<file path="src/rtl/rxb_pkg.sv">
package rxb_pkg;
  localparam int CFG_W    = 32;
  localparam int PKT_LSB  = 0;
  localparam int PKT_W    = 9;
  localparam int TIME_LSB = 12;
  localparam int TIME_W   = 18;
  localparam int PKT_CNT_W  = PKT_W + 1;
  localparam int TIME_CNT_W = TIME_W + 1;

  typedef struct packed {
    logic [PKT_W-1:0]  pkt_lim;
    logic [TIME_W-1:0] time_lim;
  } blank_lim_t;
endpackage

</file>
<file path="src/rtl/rxb_sat_counter.sv">
module rxb_sat_counter #(
  parameter int W = 10
) (
  input  logic         clk_i,
  input  logic         rst_i,
  input  logic         clr_i,
  input  logic         inc_i,
  output logic [W-1:0] cnt_o
);
  localparam logic [W-1:0] MAXV = {W{1'b1}};

  logic [W-1:0] cnt_q;

  always_ff @(posedge clk_i) begin
    if (rst_i || clr_i) begin
      cnt_q <= '0;
    end else if (inc_i && cnt_q != MAXV) begin
      cnt_q <= cnt_q + 1'b1;
    end
  end

  assign cnt_o = cnt_q;

  // a full counter holds its value until cleared
  a_r8_saturate: assert property (@(posedge clk_i) disable iff (rst_i)
    (cnt_q == MAXV && !clr_i) |=> cnt_q == MAXV);

  // a clear restarts the count
  a_r6_clear_zero: assert property (@(posedge clk_i) disable iff (rst_i)
    clr_i |=> cnt_q == '0);
endmodule

</file>
<file path="src/rtl/rxb_prescaler.sv">
module rxb_prescaler #(
  parameter int DIV = 512
) (
  input  logic clk_i,
  input  logic rst_i,
  input  logic clr_i,
  output logic tick_o
);
  localparam int CW = (DIV > 2) ? $clog2(DIV) : 1;
  localparam logic [CW-1:0] LAST = CW'(DIV - 1);

  logic [CW-1:0] div_q;

  always_ff @(posedge clk_i) begin
    if (rst_i || clr_i) begin
      div_q <= '0;
    end else if (div_q == LAST) begin
      div_q <= '0;
    end else begin
      div_q <= div_q + 1'b1;
    end
  end

  assign tick_o = (div_q == LAST) && !clr_i;

  // two ticks are never adjacent
  a_r3_tick_spacing: assert property (@(posedge clk_i) disable iff (rst_i)
    tick_o |=> !tick_o);
endmodule

</file>
<file path="src/rtl/rxb_path.sv">
module rxb_path
  import rxb_pkg::*;
#(
  parameter int PRESCALE = 512
) (
  input  logic       clk_i,
  input  logic       rst_i,
  input  logic       wb_i,
  input  logic       raw_i,
  input  logic       rd_i,
  input  blank_lim_t lim_i,
  output logic       qual_o
);
  logic [PKT_CNT_W-1:0]  pkt_cnt;
  logic [TIME_CNT_W-1:0] time_cnt;
  logic                  unit_tick;
  logic                  pend_q;
  logic                  qual_q;
  logic                  pkt_hit;
  logic                  time_hit;
  logic                  bypass;
  logic                  release_ok;

  rxb_sat_counter #(.W(PKT_CNT_W)) u_pkt_cnt (
    .clk_i (clk_i),
    .rst_i (rst_i),
    .clr_i (rd_i),
    .inc_i (wb_i),
    .cnt_o (pkt_cnt)
  );

  rxb_prescaler #(.DIV(PRESCALE)) u_presc (
    .clk_i  (clk_i),
    .rst_i  (rst_i),
    .clr_i  (rd_i),
    .tick_o (unit_tick)
  );

  rxb_sat_counter #(.W(TIME_CNT_W)) u_time_cnt (
    .clk_i (clk_i),
    .rst_i (rst_i),
    .clr_i (rd_i),
    .inc_i (unit_tick),
    .cnt_o (time_cnt)
  );

  always_comb begin
    bypass     = (lim_i.pkt_lim == '0) && (lim_i.time_lim == '0);
    pkt_hit    = (lim_i.pkt_lim != '0) && (pkt_cnt > {1'b0, lim_i.pkt_lim});
    time_hit   = (lim_i.time_lim != '0) && (time_cnt > {1'b0, lim_i.time_lim});
    release_ok = bypass || pkt_hit || time_hit;
  end

  always_ff @(posedge clk_i) begin
    if (rst_i) begin
      pend_q <= 1'b0;
      qual_q <= 1'b0;
    end else begin
      pend_q <= raw_i || (pend_q && !rd_i);
      qual_q <= (pend_q || raw_i) && !rd_i && release_ok;
    end
  end

  assign qual_o = qual_q;

  // the output needs a pending or fresh event
  a_r7_needs_event: assert property (@(posedge clk_i) disable iff (rst_i)
    qual_q |-> $past(pend_q || raw_i));

  // a read drops the output on the read edge
  a_r6_read_drops: assert property (@(posedge clk_i) disable iff (rst_i)
    rd_i |=> !qual_q);

  // both limits zero pass an event on the next edge
  a_r5_bypass: assert property (@(posedge clk_i) disable iff (rst_i)
    (raw_i && !rd_i && lim_i.pkt_lim == '0 && lim_i.time_lim == '0) |=> qual_q);

  // the time count moves only on a prescaler tick or a read
  a_r3_time_on_tick: assert property (@(posedge clk_i) disable iff (rst_i)
    (!$stable(time_cnt) && !$past(rd_i)) |-> $past(unit_tick));
endmodule

</file>
<file path="src/rtl/rx_blank_timer.sv">
module rx_blank_timer
  import rxb_pkg::*;
#(
  parameter int NUM_PATHS = 2,
  parameter int PRESCALE  = 512
) (
  input  logic                       clk_i,
  input  logic                       rst_i,
  input  logic                       wb_pulse_i,
  input  logic                       raw_done_i,
  input  logic [NUM_PATHS-1:0]       stat_rd_i,
  input  logic [NUM_PATHS*CFG_W-1:0] blank_cfg_i,
  output logic [NUM_PATHS-1:0]       done_qual_o
);
  for (genvar p = 0; p < NUM_PATHS; p++) begin : g_path
    logic [CFG_W-1:0] cfg_word;
    blank_lim_t       lim;
    logic [CFG_W-1:0] cfg_unused;

    assign cfg_word     = blank_cfg_i[p*CFG_W +: CFG_W];
    assign lim.pkt_lim  = cfg_word[PKT_LSB +: PKT_W];
    assign lim.time_lim = cfg_word[TIME_LSB +: TIME_W];
    assign cfg_unused   = cfg_word;

    rxb_path #(.PRESCALE(PRESCALE)) u_path (
      .clk_i  (clk_i),
      .rst_i  (rst_i),
      .wb_i   (wb_pulse_i),
      .raw_i  (raw_done_i),
      .rd_i   (stat_rd_i[p]),
      .lim_i  (lim),
      .qual_o (done_qual_o[p])
    );
  end

  // outputs are low in the cycle after reset
  a_r1_reset_low: assert property (@(posedge clk_i)
    $past(rst_i) |-> done_qual_o == '0);
endmodule

</file>
<file path="config.mk">
export PLATFORM = sky130hd
export DESIGN_NAME = rx_blank_timer
export DESIGN_NICKNAME = d
export VERILOG_FILES = /design/src/rtl/rxb_pkg.sv /design/src/rtl/rxb_sat_counter.sv /design/src/rtl/rxb_prescaler.sv /design/src/rtl/rxb_path.sv /design/src/rtl/rx_blank_timer.sv
export SDC_FILE = /design/constraint.sdc
export NUM_CORES = 1
export LEC_CHECK = 0
export ABC_AREA = 1
export BUFFER_PORTS_ARGS = -buffer_cell sky130_fd_sc_hd__buf_2
export CAP_MARGIN = 30
export CORE_MARGIN = 4
export CORE_UTILIZATION = 39
export CTS_CLUSTER_DIAMETER = 120
export DETAILED_ROUTE_END_ITERATION = 8
export MAX_ROUTING_LAYER = met4
export PLACE_DENSITY = 0.54
export REMOVE_ABC_BUFFERS = 1
export SYNTH_ARGS = -nofsm -noshare
export SYNTH_HDL_FRONTEND = slang
export SYNTH_SLANG_ARGS = --single-unit
</file>
<file path="constraint.sdc">
create_clock -name clk_i -period 5.2 [get_ports clk_i]
set_clock_uncertainty 0.15 [all_clocks]
set_input_delay 0.78 -clock clk_i [delete_from_list [all_inputs] [get_ports clk_i]]
set_output_delay 0.78 -clock clk_i [all_outputs]
set_load 0.005 [all_outputs]
</file>
==> key figures, run 1 <==
Finish
  • Footprint of the multi-input gates: ~3600 µm²
  • Register Area: roughly 1600 µm²
  • N_diodes: 0
  • P&R area growth vs syn: 12.81%
  • Fin util: 0.4490
  • Share of cells above drive strength 1: 0.1108
  • Nets: roughly 1100
  • Final Cell Area: 6501 µm²
  • FILL cells: around 1600

Power and ir drop
  • PD cells: ~210 nW/µm²
  • Maximum VDD drop: 0.0001713 V
  • Leakage: around 3 nW

Logic synthesis
  • Synth cell types: 39
  • Synth Area per Inst: 6.519 µm²
  • Post-synthesis cell area: 5763 µm²
  • Post-synthesis sequential element count: 80
  • Sequential-to-total area share from yosys stat: 0.2779
  • EDFF count, synth: 0
  • Post-synthesis async set-or-reset flop share: 0
  • Mapped Cells: between 800 and 900
  • Top_reg_cell synth: dfxtp_1
  • Warnings from Yosys: 0

Critical path
  • Worst Setup EP: g_path[0].u_path.u_time_cnt.cnt_o[17]$_SDFFE_PP0P_
  • Crit path launch: g_path[0].u_path.u_presc.div_q[0]$_SDFF_PP0_
  • Worst Setup Start Kind: flip-flop
  • CP Class: reg -> reg
  • CP Data Required Time: between 5 and 6 ns
  • Reg2Reg Depth: 13
  • Endpoint class of the critical path: flip-flop
  • FF-to-FF Start: g_path[0].u_path.u_presc.div_q[0]$_SDFF_PP0_
  • FF-to-FF setup slack: between 2 and 3 ns
  • Arr. time, crit path: 2.51 ns
  • Reg2reg end: g_path[0].u_path.u_time_cnt.cnt_o[17]$_SDFFE_PP0P_
  • Max Fanout on Critical Path: 20

Clocking
  • Post-CTS setup buffer count: 0
  • CTS H-tree depth: 3
  • Sink Count: 80
  • Post-CTS sizing: 0
  • CTS buffer count: 9
  • Hold buffer count at cts: 0
  • Clock root buffer: clkbuf_16
  • Worst skew pair latency: about 0.34 ns
  • Clock Path Buffers: 2
  • Clock slew at reported path FFs: roughly 0.060 ns
  • CTS tree: built

Worst hold path
  • Hold WC Path Type: reg -> reg

Placement
  • HPWL after DPL: around 10000 µm
  • Gpl congestion: 0.8300
  • I/O Buffers: 61
  • Placed Area: just over 6000 µm²

Timing
  • Final setup fails: 0
  • Worst-margin pin slew: between 0.9 and 1 ns
  • Min cycle time layout: 2.458 ns
  • TNS Setup: 0 ns
  • Unrepaired setup endpoints after global routing: no
  • Max Fclk: roughly 410 MHz
  • Worst slew margin: 0.3992
  • Final period util: 0.4728
  • Final Hold Vio Count: 0
  • Final Max Slew Viols: 0

Routing
  • DRT iter0 DRCs: approximately 290
  • Vias post-DR: about 5200
  • TritonRoute pass-1 iters: 4
  • Antenna-violating nets left: 0
  • Vias per cell: 4.603
  • DR WL/cell: between 10 and 15 µm
  • Routed WL: 13100 µm
  • Remaining DRCs: 0

Flow run
  • Maxcap violations: 0

Floorplanning
  • Placement Rows: between 40 and 50
  • Die H: around 130 µm
  • Die ar.: roughly 17000 µm²
  • Die W: between 100 and 150 µm
  • Core Region: about 14000 µm²
  • Io pins: slightly above 70
  • Initial core utilization: 0.3980

Global route
  • Largest net degree at the start of global routing: 25
  • Total Routing Usage GR: 0.1675
  • Antenna violations before repair: 0
  • First-pass GRT wire length: 22220 µm
  • Vias in the first global route: 4901
  • Gr ovfl total: 0

Status
  • Status: finished clean
## synthesized netlist by cell type, types with 2 or more instances
cell type	n	area share
a21o_1	2	0.0026
a21oi_1	60	0.052
a21oi_2	9	0.014
buf_2	2	0.0017
buf_4	2	0.0026
buf_6	3	0.0059
clkbuf_1	4	0.0026
dfxtp_1	80	0.28
ha_1	62	0.13
inv_1	127	0.083
inv_2	3	0.0020
nand2_1	245	0.16
nand2_2	5	0.0054
nand3_1	39	0.034
nand3b_1	3	0.0039
nand4_1	8	0.0087
nor2_1	122	0.079
nor2_2	3	0.0033
nor3_1	23	0.020
nor3b_1	3	0.0039
o21ai_0	27	0.023
o21bai_1	3	0.0039
or2_2	3	0.0033
xnor2_1	9	0.014
xor2_1	23	0.035
## worst min path at each step
stage / start / to / cells after the start
floorplan: g_path[1].u_path.u_presc.div_q[0]$_SDFF_PP0_ / g_path[1].u_path.u_presc.div_q[0]$_SDFF_PP0_ / 1
global placement: g_path[1].u_path.u_presc.div_q[0]$_SDFF_PP0_ / g_path[1].u_path.u_presc.div_q[0]$_SDFF_PP0_ / 1
detailed placement: g_path[0].u_path.pend_q$_SDFF_PP0_ / g_path[0].u_path.pend_q$_SDFF_PP0_ / 2
CTS: g_path[1].u_path.u_presc.div_q[0]$_SDFF_PP0_ / g_path[1].u_path.u_presc.div_q[0]$_SDFF_PP0_ / 1
global route: g_path[1].u_path.u_presc.div_q[0]$_SDFF_PP0_ / g_path[1].u_path.u_presc.div_q[0]$_SDFF_PP0_ / 1
finish: g_path[1].u_path.u_presc.div_q[0]$_SDFF_PP0_ / g_path[1].u_path.u_presc.div_q[0]$_SDFF_PP0_ / 1
## kinds of logic (layout without fill, tap and decap cells)
family | after synthesis | after routing | synth area share
buf+inv | 143 | 207 | 0.1007
fa+ha+maj | 62 | 62 | 0.1346
xor+xnor | 32 | 32 | 0.04863
compound gates | 106 | 106 | 0.1025
flops | 80 | 80 | 0.2779
simple gates | 461 | 461 | 0.3356
## cell type report
class / count / area share
clock inverters: 5 / 0.009045
clock buffers: 10 / 0.03522
multi-input cells: 661 / 0.5508
inverters: 130 / 0.07506
flip-flops and latches: 80 / 0.2463
well taps: 184 / 0.03541
repair buffers: 62 / 0.04811
## placed cells by master (no fill, tap or decap), types with 23 or more instances in the layout
| cell type | instances |
|---|---|
| dfxtp_1 | 80 |
| nor2_1 | 122 |
| buf_2 | 61 |
| nand3_1 | 39 |
| o21ai_0 | 27 |
| nand2_1 | 245 |
| ha_1 | 62 |
| nor3_1 | 23 |
| xor2_1 | 23 |
| inv_1 | 127 |
| a21oi_1 | 60 |
## report_power, final
group,total [mW],switching [mW],internal (mW)
clock network,0.623,0.253,0.369
logic,0.102,0.0622,0.0402
registers,0.620,0.00314,0.617
## critical path, cell delays in order (launching register included)
cell and delay [ns]:
dfxtp_1 0.35, ha_1 0.18, nand2_1 0.08, nor3b_1 0.26
nand2_1 0.11, nor2_1 0.11, ha_1 0.17, inv_1 0.04
nor2_1 0.16, nand2_4 0.17, inv_2 0.31, nand3_1 0.12
nand2_1 0.09, nor2_1 0.04
## metal layers
metal | track usage | routed length (µm) | up-vias
met5 | - | 0 | -
li1 | - | - | 2912
met1 | 0.2081 | 6432 | 2225
met2 | 0.2763 | 6006 | 61
met3 | 0.03339 | 484 | 13
met4 | 0.04890 | 180 | 0
## registers in the layout, summed over array words and instances (netlist names)
name / flops
g_path.u_path.pend_q: 2
g_path.u_path.qual_o: 2
g_path.u_path.u_pkt_cnt.cnt_o: 20
g_path.u_path.u_presc.div_q: 18
g_path.u_path.u_time_cnt.cnt_o: 38
## per-stage QoR
step	power (mW)	hold WS, ns	setup slack, ns	std cells
3_5_place_dp	0.7377	0.2896	2.540	1117
2_1_floorplan	0.6907	0.2675	3.009	871
5_1_grt	1.408	0.3214	2.427	1132
6_report	1.345	0.2985	2.742	1132
3_3_place_gp	0.7374	0.2796	2.618	1117
4_1_cts	1.371	0.2994	2.700	1132
Note: power is estimated with default switching activity, not from simulation.
==> run 2: changes to the inputs <==
==> constraint.sdc (replaced) <==
create_clock -name clk_i -period 2.5 [get_ports clk_i]
set_clock_uncertainty 0.15 [all_clocks]
set_input_delay 0.375 -clock clk_i [delete_from_list [all_inputs] [get_ports clk_i]]
set_output_delay 0.375 -clock clk_i [all_outputs]
set_load 0.005 [all_outputs]
==> run 2 against run 1 <==
Net effect:
- core utilization grew 0.35 points
- hold slack got worse by 0.13 ns
- flip-flop and latch count is the same
- register-to-register slack got worse by 2.4 ns
- total power rose by 110%
- routed wire length decreased by 1.3%
- first-iteration DRC count down 28%
- cell count up 0.44%
- global-route usage is 0.27 points higher
- critical endpoint is now g_path[1].u_path.u_time_cnt.cnt_o[7]$_SDFFE_PP0P_
==> key figures, run 2 (same netlist as run 1, synthesis figures left out) <==
Status
  • Status: finished clean

Critical path
  • Critical Path, Cell by Cell: ha_1 > nand2_1 > inv_1 > nand4_1 > nor3_1 > ha_1 > inv_1 > nor2_1 > nand2_2 > inv_2 > nand2_1 > a21oi_1
  • Worst path slowest cell: dfxtp_1
  • Crit path launch: g_path[1].u_path.u_presc.div_q[0]$_SDFF_PP0_
  • Crit path max-delay family: simple AND/OR/NAND/NOR gates
  • Arr. time, crit path: 2.32 ns (-0.19 ns)
  • Reg2Reg Depth: 12 (-1)
  • CP Data Required Time: 2.62 ns (-2.63 ns)
  • Worst Setup Start Kind: flip-flop
  • CP Class: reg -> reg
  • Reg2reg end: g_path[1].u_path.u_time_cnt.cnt_o[7]$_SDFFE_PP0P_
  • FF-to-FF setup slack: 0.29 ns (-2.45 ns)
  • Buf/Inv on CP: 3 (+1)
  • Max Fanout on Critical Path: 17 (-15%)
  • FF-to-FF Start: g_path[1].u_path.u_presc.div_q[0]$_SDFF_PP0_
  • Endpoint class of the critical path: flip-flop
  • Crit-path max cell delay: 0.35 ns (about the same)

Clocking
  • Post-CTS setup buffer count: 0 (unchanged)
  • Worst skew pair latency: 0.34 ns (about the same)
  • CTS tree: built
  • Hold buffer count at cts: 0 (unchanged)
  • Post-CTS sizing: 0 (unchanged)
  • Clock slew at reported path FFs: 0.06 ns (about the same)
  • Clock root buffer: clkbuf_16
  • Sink Count: 80 (unchanged)
  • CTS H-tree depth: 3 (unchanged)
  • CTS buffer count: 9 (unchanged)
  • Clock Path Buffers: 2 (unchanged)

Routing
  • TritonRoute pass-1 iters: 4 (unchanged)
  • Routed WL: 12930 µm (-1.3%)
  • DR WL/cell: 11.37 µm (-1.8%)
  • DRT iter0 DRCs: 206 (-28%)
  • Vias post-DR: 5230 (+0.36%)
  • Antenna-violating nets left: 0 (unchanged)
  • Vias per cell: 4.600 (about the same)
  • Remaining DRCs: 0 (unchanged)

Global route
  • Total Routing Usage GR: 0.1702 (+0.002664)
  • Vias in the first global route: 4963 (+1.3%)
  • Gr ovfl total: 0 (unchanged)
  • Antenna violations before repair: 0 (unchanged)
  • Largest net degree at the start of global routing: 24 (-4.0%)
  • First-pass GRT wire length: 22650 µm (+1.9%)

Placement
  • Gpl congestion: 0.8460 (+1.9%)
  • HPWL after DPL: 10340 µm (-0.74%)
  • Worst slack at placement: 0.2204 ns (-2.320 ns)
  • I/O Buffers: 61 (unchanged)
  • Placed Area: 6243 µm² (+0.48%)

Timing
  • Worst-margin pin slew: 0.7393 ns (-0.1609 ns)
  • Worst slew margin: 0.5061 (+0.1069)
  • Final setup fails: 0 (unchanged)
  • Final Max Slew Viols: 0 (unchanged)
  • Final Hold Vio Count: 0 (unchanged)
  • Max Fclk: 453.5 MHz (+11%)
  • Final period util: 0.8820 (+0.4093)
  • Final WS setup: 0.2949 ns (-2.447 ns)
  • Unrepaired setup endpoints after global routing: no
  • Min cycle time layout: 2.205 ns (-0.2533 ns)
  • TNS Setup: 0 ns (unchanged)

Floorplanning
  • Core Region: 14480 µm² (unchanged)
  • Placement Rows: 44 (unchanged)
  • Die H: 129.6 µm (unchanged)
  • Die W: 129.6 µm (unchanged)
  • Io pins: 72 (unchanged)
  • Die ar.: 16790 µm² (unchanged)
  • Initial core utilization: 0.3980 (unchanged)

Finish
  • P&R area growth vs syn: 13.68%
  • N_diodes: 0 (unchanged)
  • Share of cells above drive strength 1: 0.1144 (+0.003616)
  • Commonest cells after routing, fill and taps aside: nand2_1 (245), inv_1 (127), nor2_1 (122)
  • Max reg flops: 38 (unchanged)
  • Nets: 1080 (+0.37%)
  • Fin util: 0.4525 (+0.003456)
  • Most common cell after layout, fill and taps aside: nand2_1
  • Final Cell Area: 6551 µm² (+0.77%)

Power and ir drop
  • Final total power: 2.856 mW (+110%)
  • Maximum VDD drop: 0.0003626 V (+110%)
  • PD cells: 435.9 nW/µm² (+110%)
  • Leakage: 2.951 nW (+0.83%)

Worst hold path
  • Hold WC Path Type: in -> reg
  • Hold Path Depth: 2 (+1)
  • Hold Path Sink: g_path[0].u_path.pend_q$_SDFF_PP0_
  • Hold Crit Start: rst_i

Flow run
  • Maxcap violations: 0 (unchanged)
-- run 2: final cells by class --
class,count,area [µm²]
fill,1571,7928
clock buffer,14,264.0
sequential,80,1602
multi-input combinational,661,3586
tap,184,230.2
inverter,130,489.2
clock inverter,2,37.54
timing repair buffer,66,342.8
-- run 2: through the flow --
stage | hold WS [ns] | std cells
after global routing | 0.1844 | 1137
after global placement | 0.2814 | 1121
after detailed placement | 0.2918 | 1121
after floorplan | 0.2675 | 871
after CTS | 0.1598 | 1137
final | 0.1710 | 1137
-- run 2: layer usage --
metal	GRT usage	part of all wire
met5	-	0
met4	0.05562	0.016
met3	0.02185	0.028
met2	0.2718	0.45
met1	0.2238	0.50
-- run 2: worst max path at each step --
stage / endpoint / slack [ns] / depth (start not counted)
global route: g_path[1].u_path.u_time_cnt.cnt_o[14]$_SDFFE_PP0P_ / 0.03 / 12
global placement: g_path[0].u_path.u_time_cnt.cnt_o[17]$_SDFFE_PP0P_ / 0.24 / 13
floorplan: g_path[0].u_path.u_time_cnt.cnt_o[14]$_SDFFE_PP0P_ / 0.37 / 13
detailed placement: g_path[0].u_path.u_time_cnt.cnt_o[14]$_SDFFE_PP0P_ / 0.22 / 13
CTS: g_path[0].u_path.u_time_cnt.cnt_o[17]$_SDFFE_PP0P_ / 0.21 / 13
finish: g_path[1].u_path.u_time_cnt.cnt_o[7]$_SDFFE_PP0P_ / 0.29 / 12
-- run 2: where the power goes --
group          switching (mW)  internal (mW)  leakage [nW]
logic                   0.128         0.0850          2.16
registers             0.00660           1.28         0.646
clock network           0.523          0.830         0.143
total                   0.658           2.20          2.95
-- run 2: worst reg2reg max path, delay by kind of cell (launching register included) --
family          cells  cell delay, ns
compound gates      1            0.15
fa+ha+maj           2            0.36
simple gates        6            0.74
buf+inv             3            0.40
flops               1            0.35
==> run 3: changes to the inputs <==
--- a/config.mk
+++ b/config.mk
@@ -12,8 +12,9 @@
 export CORE_UTILIZATION = 39
 export CTS_CLUSTER_DIAMETER = 120
 export DETAILED_ROUTE_END_ITERATION = 8
+export GPL_ROUTABILITY_DRIVEN = 0
+export GPL_TIMING_DRIVEN = 0
 export MAX_ROUTING_LAYER = met4
-export PLACE_DENSITY = 0.54
 export REMOVE_ABC_BUFFERS = 1
 export SYNTH_ARGS = -nofsm -noshare
 export SYNTH_HDL_FRONTEND = slang
==> run 3 against run 2 <==
Net effect:
- sequential power about the same
- hold slack about the same
- global-route usage decreased by 0.65 points
- maximum frequency is 1.7% lower
- critical path depth is 1 higher
- non-clock buffer count shrank 5
- cell count down 0.26%
- register-to-register slack got worse by 0.04 ns
- die area did not move
- final area increased by 0.29%
- clock power is 5% higher
- critical endpoint is now g_path[0].u_path.u_time_cnt.cnt_o[14]$_SDFFE_PP0P_
==> key figures, run 3 (same netlist as run 1, synthesis figures left out) <==
Finish
  • Commonest cells after routing, fill and taps aside: nand2_1 (245), inv_1 (126), nor2_1 (120)
  • Fin util: 0.4538 (+0.001297)
  • Nets: 1077 (-0.28%)
  • Register Area: 1602 µm² (unchanged)
  • N_diodes: 0 (unchanged)
  • Footprint of the multi-input gates: 3602 µm² (+0.45%)
  • FILL cells: 1517 (-3.4%)
  • Share of cells above drive strength 1: 0.1179 (+0.003519)
  • Most common cell after layout, fill and taps aside: nand2_1
  • P&R area growth vs syn: 14.00%
  • Max reg flops: 38 (unchanged)

Timing
  • Final setup fails: 0 (unchanged)
  • Worst-margin pin slew: 0.8024 ns (+0.06307 ns)
  • Max Fclk: 445.7 MHz (-1.7%)
  • Worst slew margin: 0.4645 (-0.04158)
  • Min cycle time layout: 2.244 ns (+0.03881 ns)
  • WHS: 0.1714 ns (+0.0003640 ns)
  • Final Hold Vio Count: 0 (unchanged)
  • Unrepaired setup endpoints after global routing: no
  • Final period util: 0.8975 (+0.01552)
  • Final Max Slew Viols: 0 (unchanged)

Power and ir drop
  • Maximum VDD drop: 0.0003081 V (-15%)
  • Leakage: 2.944 nW (-0.26%)
  • Switching power: 0.6599 mW (+0.34%)
  • Reg power frac: 0.442 (-0.010)
  • Cell-internal power: 2.262 mW (+2.9%)
  • Switching share of power: 0.2258 (-0.004462)
  • Comb power frac: 0.073 (-0.002)
  • PD cells: 444.8 nW/µm² (+2.0%)
  • Clock Power Share: 0.485 (+0.011)
  • Final total power: 2.922 mW (+2.3%)

Floorplanning
  • Io pins: 72 (unchanged)
  • Placement Rows: 44 (unchanged)
  • Die W: 129.6 µm (unchanged)
  • Initial core utilization: 0.3980 (unchanged)
  • Die ar.: 16790 µm² (unchanged)
  • Core Region: 14480 µm² (unchanged)
  • Die H: 129.6 µm (unchanged)

Global route
  • Gr ovfl total: 0 (unchanged)
  • Antenna violations before repair: 0 (unchanged)
  • Total Routing Usage GR: 0.1637 (-0.006544)
  • Largest net degree at the start of global routing: 25 (+4.2%)
  • First-pass GRT wire length: 21850 µm (-3.5%)
  • Vias in the first global route: 4796 (-3.4%)

Placement
  • HPWL after DPL: 10130 µm (-2.1%)
  • I/O Buffers: 61 (unchanged)

Clocking
  • CTS buffer count: 9 (unchanged)
  • CTS tree: built
  • Worst skew pair latency: 0.34 ns (about the same)
  • Clock root buffer: clkbuf_16
  • CTS H-tree depth: 3 (unchanged)
  • Clock slew at reported path FFs: 0.06 ns (about the same)
  • Sink Count: 80 (unchanged)
  • Hold buffer count at cts: 0 (unchanged)
  • Clock Path Buffers: 2 (unchanged)

Routing
  • Routed WL: 12990 µm (+0.44%)
  • TritonRoute pass-1 iters: 4 (unchanged)
  • Vias post-DR: 5273 (+0.82%)
  • Remaining DRCs: 0 (unchanged)
  • Antenna-violating nets left: 0 (unchanged)
  • DRT iter0 DRCs: 254 (+23%)
  • DR WL/cell: 11.45 µm (+0.71%)
  • Vias per cell: 4.650 (+1.1%)

Critical path
  • Endpoint class of the critical path: flip-flop
  • CP Class: reg -> reg
  • Critical Path, Cell by Cell: ha_1 > nand2_1 > nor3b_2 > nand2_1 > nor2_1 > ha_1 > inv_1 > nor2_1 > nand2_4 > inv_8 > nand3_1 > nand2_1 > nor2_1
  • Worst path slowest cell: dfxtp_1
  • CP Data Required Time: 2.55 ns (-0.07 ns)
  • Max Fanout on Critical Path: 20 (+3)
  • Arr. time, crit path: 2.29 ns (-0.03 ns)
  • Worst Setup Start Kind: flip-flop
  • Crit-path max cell delay: 0.36 ns (about the same)

Status
  • Status: finished clean

Worst hold path
  • Hold WC Path Type: in -> reg

Flow run
  • Maxcap violations: 0 (unchanged)
## run 3: final timing paths
kind / from / to / slack (ns) / cells past startpoint
hold reg to reg: g_path[1].u_path.u_presc.div_q[0]$_SDFF_PP0_ / g_path[1].u_path.u_presc.div_q[0]$_SDFF_PP0_ / 0.30 / 1
setup reg to reg: g_path[0].u_path.u_presc.div_q[0]$_SDFF_PP0_ / g_path[0].u_path.u_time_cnt.cnt_o[14]$_SDFFE_PP0P_ / 0.26 / 13
setup / recovery: g_path[0].u_path.u_presc.div_q[0]$_SDFF_PP0_ / g_path[0].u_path.u_time_cnt.cnt_o[14]$_SDFFE_PP0P_ / 0.26 / 13
hold / removal: rst_i / g_path[0].u_path.pend_q$_SDFF_PP0_ / 0.17 / 2
## run 3: final cells by class
type                    instances  share of cell area
clock inverters                 6             0.01257
flip-flops and latches         80              0.2438
clock buffers                  10             0.03637
well taps                     184             0.03504
inverters                     130             0.07675
multi-input cells             662              0.5483
repair inverters                1           0.0007618
repair buffers                 61             0.04647
## run 3: power groups by stage
stage | Clock, mW | Sequential, mW | Combinational, mW
floorplan | 0 | 1.32 | 0.120
global placement | 0 | 1.32 | 0.212
detailed placement | 0 | 1.32 | 0.214
CTS | 1.46 | 1.29 | 0.216
global route | 1.51 | 1.29 | 0.252
finish | 1.42 | 1.29 | 0.214
## run 3: critical path: cells and delay by family, from the launching register on
family / cells / cell delay, ns
buf+inv: 2 / 0.21
flops: 1 / 0.36
fa+ha+maj: 2 / 0.35
simple gates: 9 / 1.03
## run 3: metal layers
layer	global-route usage	wire, µm
met2	0.2651	5877
met1	0.2130	6516
met3	0.03339	469
met4	0.03240	123
met5	-	0
## run 3: repair_timing
action	4_1_cts	5_1_grt
buffers inserted	0	0
gates cloned	0	2
hold endpoints to repair	0	0
endpoints found under the setup margin	1	44
pin swaps	0	2
resized for setup	1	10
## run 3: metrics by stage
step / setup WS [ns] / area (µm²) / TNS (ns) / cells
after floorplan: 0.3709 / 5670 / 0 / 871
after global placement: -0.2068 / 6206 / -1.483 / 1116
after detailed placement: -0.2421 / 6206 / -1.825 / 1116
after CTS: 0.009698 / 6530 / 0 / 1132
after global routing: 0.01321 / 6570 / 0 / 1134
final: 0.2561 / 6570 / 0 / 1134
